==> config.mk <==
export PLATFORM = sky130hd
export DESIGN_NAME = sdram_cmd_ctrl
export DESIGN_NICKNAME = d
export VERILOG_FILES = /design/src/rtl/sdram_cmd_pkg.sv /design/src/rtl/sdram_addr_map.sv /design/src/rtl/sdram_byte_mask.sv /design/src/rtl/sdram_refresh_timer.sv /design/src/rtl/sdram_cmd_ctrl.sv
export SDC_FILE = /design/constraint.sdc
export NUM_CORES = 1
export LEC_CHECK = 0
export ABC_AREA = 1
export BUFFER_PORTS_ARGS = -buffer_cell sky130_fd_sc_hd__buf_2
export CORE_MARGIN = 3
export CORE_UTILIZATION = 50
export DETAILED_ROUTE_END_ITERATION = 8
export PLACE_DENSITY = 0.73
export SLEW_MARGIN = 25
export SYNTH_ARGS = -nofsm -noshare
export SYNTH_HDL_FRONTEND = slang
export SYNTH_SLANG_ARGS = --single-unit
==> constraint.sdc <==
create_clock -name clk -period 1.9 [get_ports clk]
set_input_delay 0.38 -clock clk [delete_from_list [all_inputs] [get_ports clk]]
set_output_delay 0.38 -clock clk [all_outputs]
set_load 0.03 [all_outputs]
==> src/rtl/sdram_cmd_pkg.sv <==
`timescale 1ns/1ps
package sdram_cmd_pkg;
  // {ras_n, cas_n, we_n}
  typedef enum logic [2:0] {
    CMD_MRS = 3'b000,
    CMD_REF = 3'b001,
    CMD_PRE = 3'b010,
    CMD_ACT = 3'b011,
    CMD_WR  = 3'b100,
    CMD_RD  = 3'b101,
    CMD_NOP = 3'b111
  } sd_cmd_e;

  typedef enum logic [3:0] {
    ST_INIT, ST_IREF, ST_IMRS, ST_IEMRS, ST_IDLE,
    ST_RW, ST_PRE, ST_REF, ST_SELF, ST_WAIT
  } ctl_state_e;
endpackage

==> src/rtl/sdram_addr_map.sv <==
`timescale 1ns/1ps
module sdram_addr_map #(
  parameter int ROW_MAX = 13,
  parameter int COL_MAX = 10,
  parameter int BANK_W  = 2,
  parameter int ADDR_W  = ROW_MAX + BANK_W + COL_MAX
) (
  input  logic [ADDR_W-1:0]  addr_i,
  input  logic [1:0]         row_sel_i,
  input  logic [1:0]         col_sel_i,
  output logic [ROW_MAX-1:0] row_o,
  output logic [COL_MAX-1:0] col_o,
  output logic [BANK_W-1:0]  bank_o
);
  localparam int IW = 5;
  logic [IW-1:0]      col_bits, row_bits;
  logic [COL_MAX-1:0] col_raw;
  logic [ROW_MAX-1:0] row_raw;

  always_comb begin
    case (col_sel_i)
      2'd0:    col_bits = IW'(8);
      2'd1:    col_bits = IW'(9);
      default: col_bits = IW'(10);
    endcase
    case (row_sel_i)
      2'd0:    row_bits = IW'(11);
      2'd1:    row_bits = IW'(12);
      default: row_bits = IW'(13);
    endcase
    col_raw = COL_MAX'(addr_i);
    bank_o  = BANK_W'(addr_i >> col_bits);
    row_raw = ROW_MAX'(addr_i >> (col_bits + IW'(BANK_W)));
  end

  for (genvar i = 0; i < COL_MAX; i++) begin : g_col
    assign col_o[i] = col_raw[i] && (IW'(i) < col_bits);
  end
  for (genvar i = 0; i < ROW_MAX; i++) begin : g_row
    assign row_o[i] = row_raw[i] && (IW'(i) < row_bits);
  end
endmodule

==> src/rtl/sdram_byte_mask.sv <==
`timescale 1ns/1ps
module sdram_byte_mask #(
  parameter int LANES = 4
) (
  input  logic [LANES-1:0] be_i,
  input  logic             bus32_i,
  output logic [LANES-1:0] dqm_n_o
);
  for (genvar i = 0; i < LANES; i++) begin : g_lane
    assign dqm_n_o[i] = !(be_i[i] && (bus32_i || (i < LANES / 2)));
  end
endmodule

==> src/rtl/sdram_refresh_timer.sv <==
`timescale 1ns/1ps
module sdram_refresh_timer #(
  parameter int PERIOD = 1560
) (
  input  logic clk,
  input  logic rst_n,
  input  logic ack_i,
  output logic pend_o
);
  localparam int CW = $clog2(PERIOD + 1);
  logic [CW-1:0] cnt;

  always_ff @(posedge clk or negedge rst_n) begin
    if (!rst_n) begin
      cnt    <= '0;
      pend_o <= 1'b0;
    end else begin
      if (ack_i) pend_o <= 1'b0;
      if (cnt == CW'(PERIOD - 1)) begin
        cnt    <= '0;
        pend_o <= 1'b1;
      end else begin
        cnt <= cnt + 1'b1;
      end
    end
  end


  pend_hold_chk: assert property (@(posedge clk) disable iff (!rst_n)
    (pend_o && !ack_i) |=> pend_o);
endmodule

==> src/rtl/sdram_cmd_ctrl.sv <==
`timescale 1ns/1ps
module sdram_cmd_ctrl
  import sdram_cmd_pkg::*;
#(
  parameter int ROW_MAX    = 13,
  parameter int COL_MAX    = 10,
  parameter int T_RCD      = 2,
  parameter int T_RP       = 3,
  parameter int T_RC       = 7,
  parameter int T_MRD      = 2,
  parameter int REF_PERIOD = 1560,
  parameter int INIT_REFS  = 8,
  parameter int CAS_LAT    = 2,
  parameter int BURST_CODE = 0,
  parameter int EMRS_VAL   = 0,
  localparam int BANK_W    = 2,
  localparam int LANES     = 4,
  localparam int ADDR_W    = ROW_MAX + BANK_W + COL_MAX
) (
  input  logic               clk,
  input  logic               rst_n,
  input  logic [1:0]         cfg_row_sel,
  input  logic [1:0]         cfg_col_sel,
  input  logic               cfg_bus32,
  input  logic               cfg_burst_wr,
  input  logic               cfg_auto_pre,
  input  logic               self_ref_req,
  input  logic               req_valid,
  output logic               req_ready,
  input  logic               req_write,
  input  logic               req_space,
  input  logic [ADDR_W-1:0]  req_addr,
  input  logic [LANES-1:0]   req_be,
  output logic               init_done,
  output logic               sd_cke,
  output logic [1:0]         sd_cs_n,
  output logic               sd_ras_n,
  output logic               sd_cas_n,
  output logic               sd_we_n,
  output logic [BANK_W-1:0]  sd_ba,
  output logic [ROW_MAX-1:0] sd_a,
  output logic [LANES-1:0]   sd_dqm_n
);
  localparam int WAIT_W = 8;
  localparam logic [WAIT_W-1:0] W_RCD = WAIT_W'(T_RCD - 2);
  localparam logic [WAIT_W-1:0] W_RP  = WAIT_W'(T_RP - 2);
  localparam logic [WAIT_W-1:0] W_RC  = WAIT_W'(T_RC - 2);
  localparam logic [WAIT_W-1:0] W_MRD = WAIT_W'(T_MRD - 2);
  localparam int IREF_W = $clog2(INIT_REFS + 1);

  ctl_state_e         state, after;
  logic [WAIT_W-1:0]  wcnt;
  logic [IREF_W-1:0]  iref_left;
  sd_cmd_e            cmd_q;
  logic [1:0]         cs_q;
  logic [BANK_W-1:0]  ba_q;
  logic [ROW_MAX-1:0] a_q;
  logic [LANES-1:0]   dqm_q;
  logic               cke_q, init_q;
  logic               lat_space, lat_write, lat_auto;
  logic [LANES-1:0]   lat_be;
  logic [COL_MAX-1:0] lat_col;
  logic [BANK_W-1:0]  lat_bank;

  logic [ROW_MAX-1:0] row_w, mode_word, rw_addr;
  logic [COL_MAX-1:0] col_w;
  logic [BANK_W-1:0]  bank_w;
  logic [LANES-1:0]   dqm_w;
  logic               ref_pend, ref_ack;

  sdram_addr_map #(.ROW_MAX(ROW_MAX), .COL_MAX(COL_MAX), .BANK_W(BANK_W)) u_map (
    .addr_i(req_addr), .row_sel_i(cfg_row_sel), .col_sel_i(cfg_col_sel),
    .row_o(row_w), .col_o(col_w), .bank_o(bank_w));

  sdram_byte_mask #(.LANES(LANES)) u_mask (
    .be_i(lat_be), .bus32_i(cfg_bus32), .dqm_n_o(dqm_w));

  sdram_refresh_timer #(.PERIOD(REF_PERIOD)) u_rtmr (
    .clk(clk), .rst_n(rst_n), .ack_i(ref_ack), .pend_o(ref_pend));

  assign ref_ack   = (state == ST_REF);
  assign req_ready = (state == ST_IDLE) && !ref_pend && !self_ref_req;

  always_comb begin
    mode_word      = '0;
    mode_word[2:0] = 3'(BURST_CODE);
    mode_word[6:4] = 3'(CAS_LAT);
    mode_word[9]   = !cfg_burst_wr;
    rw_addr                = '0;
    rw_addr[COL_MAX-1:0]   = lat_col;
    rw_addr[10]            = lat_auto;
  end

  always_ff @(posedge clk or negedge rst_n) begin
    if (!rst_n) begin
      state <= ST_INIT;  after <= ST_INIT;  wcnt <= '0;
      iref_left <= IREF_W'(INIT_REFS);
      cmd_q <= CMD_NOP;  cs_q <= 2'b11;  ba_q <= '0;  a_q <= '0;
      dqm_q <= '1;  cke_q <= 1'b1;  init_q <= 1'b0;
      lat_space <= 1'b0;  lat_write <= 1'b0;  lat_auto <= 1'b0;
      lat_be <= '0;  lat_col <= '0;  lat_bank <= '0;
    end else begin
      cmd_q <= CMD_NOP;  cs_q <= 2'b11;  ba_q <= '0;  a_q <= '0;  dqm_q <= '1;
      case (state)
        ST_INIT: begin
          cmd_q <= CMD_PRE;  cs_q <= 2'b00;  a_q[10] <= 1'b1;
          state <= ST_WAIT;  wcnt <= W_RP;  after <= ST_IREF;
        end
        ST_IREF: begin
          cmd_q <= CMD_REF;  cs_q <= 2'b00;
          iref_left <= iref_left - 1'b1;
          state <= ST_WAIT;  wcnt <= W_RC;
          after <= (iref_left == IREF_W'(1)) ? ST_IMRS : ST_IREF;
        end
        ST_IMRS: begin
          cmd_q <= CMD_MRS;  cs_q <= 2'b00;  a_q <= mode_word;
          state <= ST_WAIT;  wcnt <= W_MRD;  after <= ST_IEMRS;
        end
        ST_IEMRS: begin
          cmd_q <= CMD_MRS;  cs_q <= 2'b00;  ba_q <= BANK_W'(1);
          a_q <= ROW_MAX'(EMRS_VAL);  init_q <= 1'b1;
          state <= ST_WAIT;  wcnt <= W_MRD;  after <= ST_IDLE;
        end
        ST_IDLE: begin
          if (ref_pend) begin
            cmd_q <= CMD_PRE;  cs_q <= 2'b00;  a_q[10] <= 1'b1;
            state <= ST_WAIT;  wcnt <= W_RP;  after <= ST_REF;
          end else if (self_ref_req) begin
            cmd_q <= CMD_REF;  cs_q <= 2'b00;  cke_q <= 1'b0;
            state <= ST_SELF;
          end else if (req_valid) begin
            lat_space <= req_space;  lat_write <= req_write;
            lat_auto  <= cfg_auto_pre;  lat_be <= req_be;
            lat_col   <= col_w;  lat_bank <= bank_w;
            cmd_q <= CMD_ACT;  cs_q <= req_space ? 2'b01 : 2'b10;
            ba_q  <= bank_w;  a_q <= row_w;
            state <= ST_WAIT;  wcnt <= W_RCD;  after <= ST_RW;
          end
        end
        ST_RW: begin
          cmd_q <= lat_write ? CMD_WR : CMD_RD;
          cs_q  <= lat_space ? 2'b01 : 2'b10;
          ba_q  <= lat_bank;  a_q <= rw_addr;  dqm_q <= dqm_w;
          state <= ST_WAIT;  wcnt <= W_RP;
          after <= lat_auto ? ST_IDLE : ST_PRE;
        end
        ST_PRE: begin
          cmd_q <= CMD_PRE;  cs_q <= lat_space ? 2'b01 : 2'b10;  ba_q <= lat_bank;
          state <= ST_WAIT;  wcnt <= W_RP;  after <= ST_IDLE;
        end
        ST_REF: begin
          cmd_q <= CMD_REF;  cs_q <= 2'b00;
          state <= ST_WAIT;  wcnt <= W_RC;  after <= ST_IDLE;
        end
        ST_SELF: begin
          if (!self_ref_req) begin
            cke_q <= 1'b1;
            state <= ST_WAIT;  wcnt <= W_RC;  after <= ST_IDLE;
          end
        end
        ST_WAIT: begin
          if (wcnt == '0) state <= after;
          else            wcnt  <= wcnt - 1'b1;
        end
        default: state <= ST_IDLE;
      endcase
    end
  end

  assign init_done = init_q;
  assign sd_cke    = cke_q;
  assign sd_cs_n   = cs_q;
  assign {sd_ras_n, sd_cas_n, sd_we_n} = cmd_q;
  assign sd_ba     = ba_q;
  assign sd_a      = a_q;
  assign sd_dqm_n  = dqm_q;


  ready_after_init_chk: assert property (@(posedge clk) disable iff (!rst_n)
    req_ready |-> (init_done && sd_cke));

  rw_one_space_chk: assert property (@(posedge clk) disable iff (!rst_n)
    (sd_ras_n && !sd_cas_n && sd_cs_n != 2'b11) |-> ($countones(sd_cs_n) == 1));

  cke_quiet_chk: assert property (@(posedge clk) disable iff (!rst_n)
    (!sd_cke && !$past(sd_cke)) |-> (sd_cs_n == 2'b11));

  dqm_idle_chk: assert property (@(posedge clk) disable iff (!rst_n)
    !(sd_ras_n && !sd_cas_n && sd_cs_n != 2'b11) |-> (sd_dqm_n == '1));
endmodule

==> results.toml, run 1 <==
[clocking]
hold_buffers = 0
cts.clk_slew.worst_paths_ns = 0.09
clk_path_buf_depth = 2
cts_sinks = 76
htree_num_levels = 3
clk_latency_ns = 0.36
cts_inserted_buffers = 9
cts-root-buf = "clkbuf_8"
cts_tree = "yes"

[die]
die_w_um = 92.92
coreArea_mm2 = 0.007292
rows = 31
num_io_pins = 69
die_y_um = 92.92
design.die.area_mm2 = 0.008634
initial_core_util_pct = 51.80

[placement]
gp_congestion = 0.9648
placedCellCount = 644
io_buffers = 68
dp_hpwl_um = 6594
place_area_mm2 = 0.004277

[sta]
tightest_slew_ns = 0.5234
drv_slew = 0
fin_crit_ns = 1.862
hold_viol_final = 8
maxSlewHeadroom_pct = 65.10
clock_skew_ns = 0.008438
holdWs_ns = -0.01352
fmax_mhz = 536.9
finalSetupViolCount = 0
finalCritPeriodShare_pct = 98.02

[global_routing]
grt_max_degree = 41
grtUsageMet2_pct = 35.75
use_met3_pct = 4.387
grt_overflow = 0
grt_usage_pct = 22.72
grtUsageMet1_pct = 30.46
grt_pass1_wl_um = 15370
grt_pass1_vias = 3331
busiest_layer = "met2"
antenna_found_initial = 0

[route]
first_pass_iters = 4
drt_iter0_markers = 151
drt-total-wl_um = 9232
wire_per_inst_um = 13.88
vias_per_cell = 5.101
postRouteAntennaNets = 0
drc = 0
via_count = 3392

[power]
power.density_mw_per_mm2 = 1183
internal-power_uw = 3356
power_frac_comb_pct = 33.1
netSwitchingPower_uw = 2049
ir_drop_mv = 0.5178
pwr-share-seq_pct = 40.3
swShare_pct = 37.91
p_clk_share_pct = 26.6
p_leak_uw = 0.002501

[setup_path]
cp.arrival_ns = 1.48
reg2reg_from = "state[0]"
r2r_slack_ns = 0.27
cp.required_ns = 1.52
critPathLaunch = "state[1]"
cp-start-kind = "register"
critPathKind = "reg -> out"
worstPathMaxFanout = 4
critPathCaptureType = "primary output"

[yosys]
postSynthCellCount = 474
synth-seq-cells = 76
netlist_area_mm2 = 0.003777
synth_cell_types = 36
ys.flop_type = "dfrtp_1"
avgSynthCellArea_um2 = 7.969
ys_async_sr_fraction_pct = 100.0
synth-seq-area-share_pct = 50.71
synth_edf_count = 0
synth_nets = 521
yosysWarnings = 0

[run]
drv_cap = 0

[layout]
instances_no_fill = 665
drive_above_1_share_pct = 23.85
diodes = 0
final_area_mm2 = 0.004569
seq_area_mm2 = 0.001918
multiInputGateArea_mm2 = 0.001633
layout.nets = 608
area_growth_pct = 20.97
fillCellCount = 676

[worst_hold_path]
hp-class = "in -> async"

[status]
violations = "negative hold slack"
status = "finished, violations left"
layout by cell type, fill, tap and decap left out, drive strengths merged:
cell / n
nand2: 167
buf: 83
xor2: 7
inv: 55
o22ai: 9
nand3b: 1
o221ai: 6
o2111ai: 1
clkinv: 2
o21bai: 2
o21ai: 27
nor2: 58
dfstp: 11
nand3: 25
clkinvlp: 1
a21oi: 10
bufinv: 2
xnor2: 1
or2: 5
a211oi: 1
ha: 5
clkbuf: 9
dfrtp: 65
o211ai: 3
nor3: 2
nand4: 8
worst paths after layout:
path	endpoint	cells past startpoint
worst max-delay path	req_ready	6
min in group clk	sd_dqm_n[2]	2
worst min register to register	sd_dqm_n[1]	1
worst min-delay path	state[1]	1
max in group asynchronous	cmd_q[1]	2
worst max register to register	wcnt[2]	9
metal layers:
metal / routed length [um] / part of all wire, %
met4: 138 / 1.5
met1: 4154 / 45
met2: 4416 / 48
met5: 0 / 0
met3: 523 / 5.7
power by group through the flow:
stage                     combinational, uW  sequential, uW  clock, uW
final                                  1790            2180       1440
after floorplan                        1120            2280          0
after global routing                   2050            2220       1550
after CTS                              1770            2170       1460
after global placement                 1670            2200          0
after detailed placement               1710            2210          0
sequential cells by signal, indices dropped and copies added (netlist names), 2 cells and up:
signal and flops:
iref_left 4, u_rtmr.cnt 11, after 3, sd_a 13
lat_be 4, lat_bank 2, cmd_q 3, sd_dqm_n 4
state 4, wcnt 8, lat_col 10, sd_ba 2
sd_cs_n 2
synthesized netlist by cell type, types with 4 or more instances:
library cell | instances | area, um^2
dfstp_2 | 11 | 289.0
nor2_1 | 53 | 198.9
xor2_1 | 7 | 61.31
o22ai_1 | 9 | 56.30
or2_2 | 5 | 31.28
ha_1 | 5 | 62.56
buf_2 | 4 | 20.02
dfrtp_1 | 65 | 1627
o221ai_1 | 6 | 52.55
inv_1 | 49 | 183.9
a21oi_1 | 10 | 50.05
nand4_1 | 8 | 50.05
o21ai_0 | 24 | 120.1
nand3_1 | 23 | 115.1
nand2_2 | 4 | 25.02
nand2_1 | 162 | 608.1
area by class of cell:
class / count / share of cell area, %
multi-input cells: 338 / 35.73
flip-flops and latches: 76 / 41.98
clock buffers: 9 / 2.711
clock inverters: 7 / 2.300
repair buffers: 83 / 10.10
well taps: 99 / 2.711
inverters: 53 / 4.463
what timing repair did:
action | in CTS | in global routing
resized for setup | 5 | 5
pin swaps | 1 | 1
buffers inserted | 3 | 2
setup endpoints to repair | 1 | 1
cell families (layout without fill, tap and decap cells):
| kind of cell | Yosys count | after routing | share of synthesized area (%) |
|---|---|---|---|
| compound gates | 59 | 59 | 9.208 |
| fa+ha+maj | 5 | 5 | 1.656 |
| flops | 76 | 76 | 50.71 |
| xor+xnor | 8 | 8 | 1.855 |
| simple gates | 266 | 266 | 30.18 |
| buf+inv | 60 | 152 | 6.393 |
worst max-delay path, stage by stage (launching register included):
cell and delay [ns]:
dfrtp_1 0.43, inv_2 0.11, nand2_4 0.07, nor2_8 0.13
nand2_4 0.07, nor2_4 0.16, buf_6 0.15
metrics by stage:
stage / TNS [ns] / hold WS [ns] / power, uW / setup slack, ns / util [%]
finish: 0 / -0.01352 / 5405 / 0.03755 / 62.66
floorplan: 0 / 0.08441 / 3394 / 0.3744 / -
global placement: 0 / 0.3823 / 3874 / 0.1780 / 58.65
global route: -0.01200 / 0.02151 / 5818 / -0.01200 / 62.66
detailed placement: 0 / 0.3908 / 3926 / 0.1503 / 58.65
CTS: 0 / 0.001663 / 5407 / 0.01854 / 62.22
(Power assumes the default switching activity.)
==> run 2: changes to the inputs <==
CAP_MARGIN = 20   (was not set)
GPL_TIMING_DRIVEN = 0   (was not set)
PLACE_DENSITY = 0.76   (was 0.73)
clock period = 1.7 ns   (was 1.9 ns; I/O delays follow)
==> run 2 against run 1 <==
Effect of this change:
- the run now ends clean
- die area unchanged
- sequential power grew 12%
- routed wire length decreased by 1.7%
- power up 5.9%
- flip-flop and latch count unchanged
- clock-buffer cell count rose by 2
- setup slack got worse by 0.025 ns
- hold slack gained 0.16 ns
- core utilization is 0.21 points higher
==> results.toml, run 2 (synthesis results as in run 1) <==
[status]
status = "completed"

[route]
drc = 0
wire_per_inst_um = 13.54
drt_iter0_markers = 249
postRouteAntennaNets = 0
drt-total-wl_um = 9075
first_pass_iters = 5
vias_per_cell = 5.140
via_count = 3444

[setup_path]
r2r_slack_ns = 0.10
cp.required_ns = 1.36
worstPathMaxFanout = 2
critical_path.slowest_cell = "dfrtp_2"
cp-start-kind = "register"
critPathKind = "reg -> out"
reg2reg_depth = 9
cp_num_buf_inv = 2
critPathCaptureType = "primary output"
reg2reg_to = "state[1]"
cp.arrival_ns = 1.35
worst_path_most_repeated_cell = "nand2_4"
path_cells = "inv_4 -> nand2_4 -> nor2_8 -> nand2_4 -> nor2_4 -> buf_6"
reg2reg_from = "state[0]"
crit_family = "flip-flops"
slowest_delay_ns = 0.43

[sta]
drv_slew = 0
rsz0062_at_grt = "yes"
fin_crit_ns = 1.688
holdWs_ns = 0.1468
maxSlewHeadroom_pct = 66.95
layout_setup_ws_ns = 0.01205
hold_viol_final = 0
tightest_slew_ns = 0.4957
finalSetupViolCount = 0
fin_tns_setup_ns = 0
clock_skew_ns = 0.009841
finalCritPeriodShare_pct = 99.29
fmax_mhz = 592.4

[die]
num_io_pins = 69
coreArea_mm2 = 0.007292
rows = 31
initial_core_util_pct = 51.80
die_w_um = 92.92
die_y_um = 92.92
design.die.area_mm2 = 0.008634

[global_routing]
grt_overflow = 0
antenna_found_initial = 0
grt_usage_pct = 22.33
grt_pass1_wl_um = 15290
grt_pass1_vias = 3334
grt_max_degree = 40

[layout]
largest_reg_flops = 13
area_growth_pct = 21.36
layout.nets = 613
instances_no_fill = 670
final_common_cell = "nand2_1"
drive_above_1_share_pct = 25.39
diodes = 0
final_cell_mix = "nand2_1 (158), buf_2 (70), dfrtp_1 (63), nor2_1 (50), inv_1 (45)"

[placement]
gp_congestion = 0.9050
dp_slack_ns = -0.06374
io_buffers = 68
placedCellCount = 642
dp_hpwl_um = 6492

[clocking]
cts_sinks = 76
cts.clk_slew.worst_paths_ns = 0.08
cts_tree = "yes"
clk_latency_ns = 0.35
clk_path_buf_depth = 2
cts_inserted_buffers = 9
htree_num_levels = 3
cts-root-buf = "clkbuf_8"

[power]
ir_drop_mv = 0.5228
p_leak_uw = 0.002491
power.density_mw_per_mm2 = 1248

[worst_hold_path]
hp-class = "in -> reg"
holdPathStages = 2
worstHoldEndpoint = "sd_dqm_n[3]"
hp-start = "cfg_bus32"

[run]
drv_cap = 0
## run 2: stage by stage
step           total power, uW  area [um^2]  utilization [%]
2_1_floorplan             3793         3777                -
3_3_place_gp              4247         4242            58.17
3_5_place_dp              4322         4264            58.48
4_1_cts                   5642         4534            62.18
5_1_grt                   6154         4584            62.87
6_report                  5722         4584            62.87
## run 2: power breakdown
group / leakage, uW / internal, uW / switching [uW]
Sequential: 0.000964 / 2210 / 231
Combinational: 0.00145 / 725 / 1340
Clock: 0.0000799 / 536 / 680
## run 2: how the worst max path moves through the flow
| stage | from | end | cells after the start |
|---|---|---|---|
| after floorplan | state[3] | state[0] | 8 |
| after global placement | rst_n | u_rtmr.cnt[5] | 1 |
| after detailed placement | state[3] | req_ready | 6 |
| after CTS | state[0] | req_ready | 6 |
| after global routing | state[3] | req_ready | 6 |
| final | state[3] | req_ready | 6 |
## run 2: cell type report
class	instances	area, um^2
tap	99	123.9
clock inverter	5	37.54
sequential	76	1918
inverter	53	201.4
clock buffer	11	131.4
multi-input combinational	338	1668
timing repair buffer	81	461.7
fill	658	2708
buffer	7	42.54
## run 2: worst reg2reg max path, cell delays in order (launching register included)
cell	delay (ns)
dfrtp_1	0.41
buf_4	0.14
buf_4	0.15
nand2_2	0.14
inv_1	0.10
nand2_2	0.18
nor2_1	0.07
nor2_1	0.17
nand2_1	0.09
nor2_1	0.10
## run 2: timing repair
item | in CTS | in global routing
pin swaps | 2 | 2
endpoints found under the setup margin | 2 | 17
endpoints found under the hold margin | 27 | 0
buffers inserted | 9 | 2
hold buffers | 1 | 0
resized for setup | 11 | 12
## run 2: routing by layer
metal	vias to the layer above	track usage [%]	wire, um
li1	1694	-	-
met1	1609	29.63	4017
met2	128	35.99	4228
met3	13	5.930	709
met4	0	6.593	120
met5	-	0	0
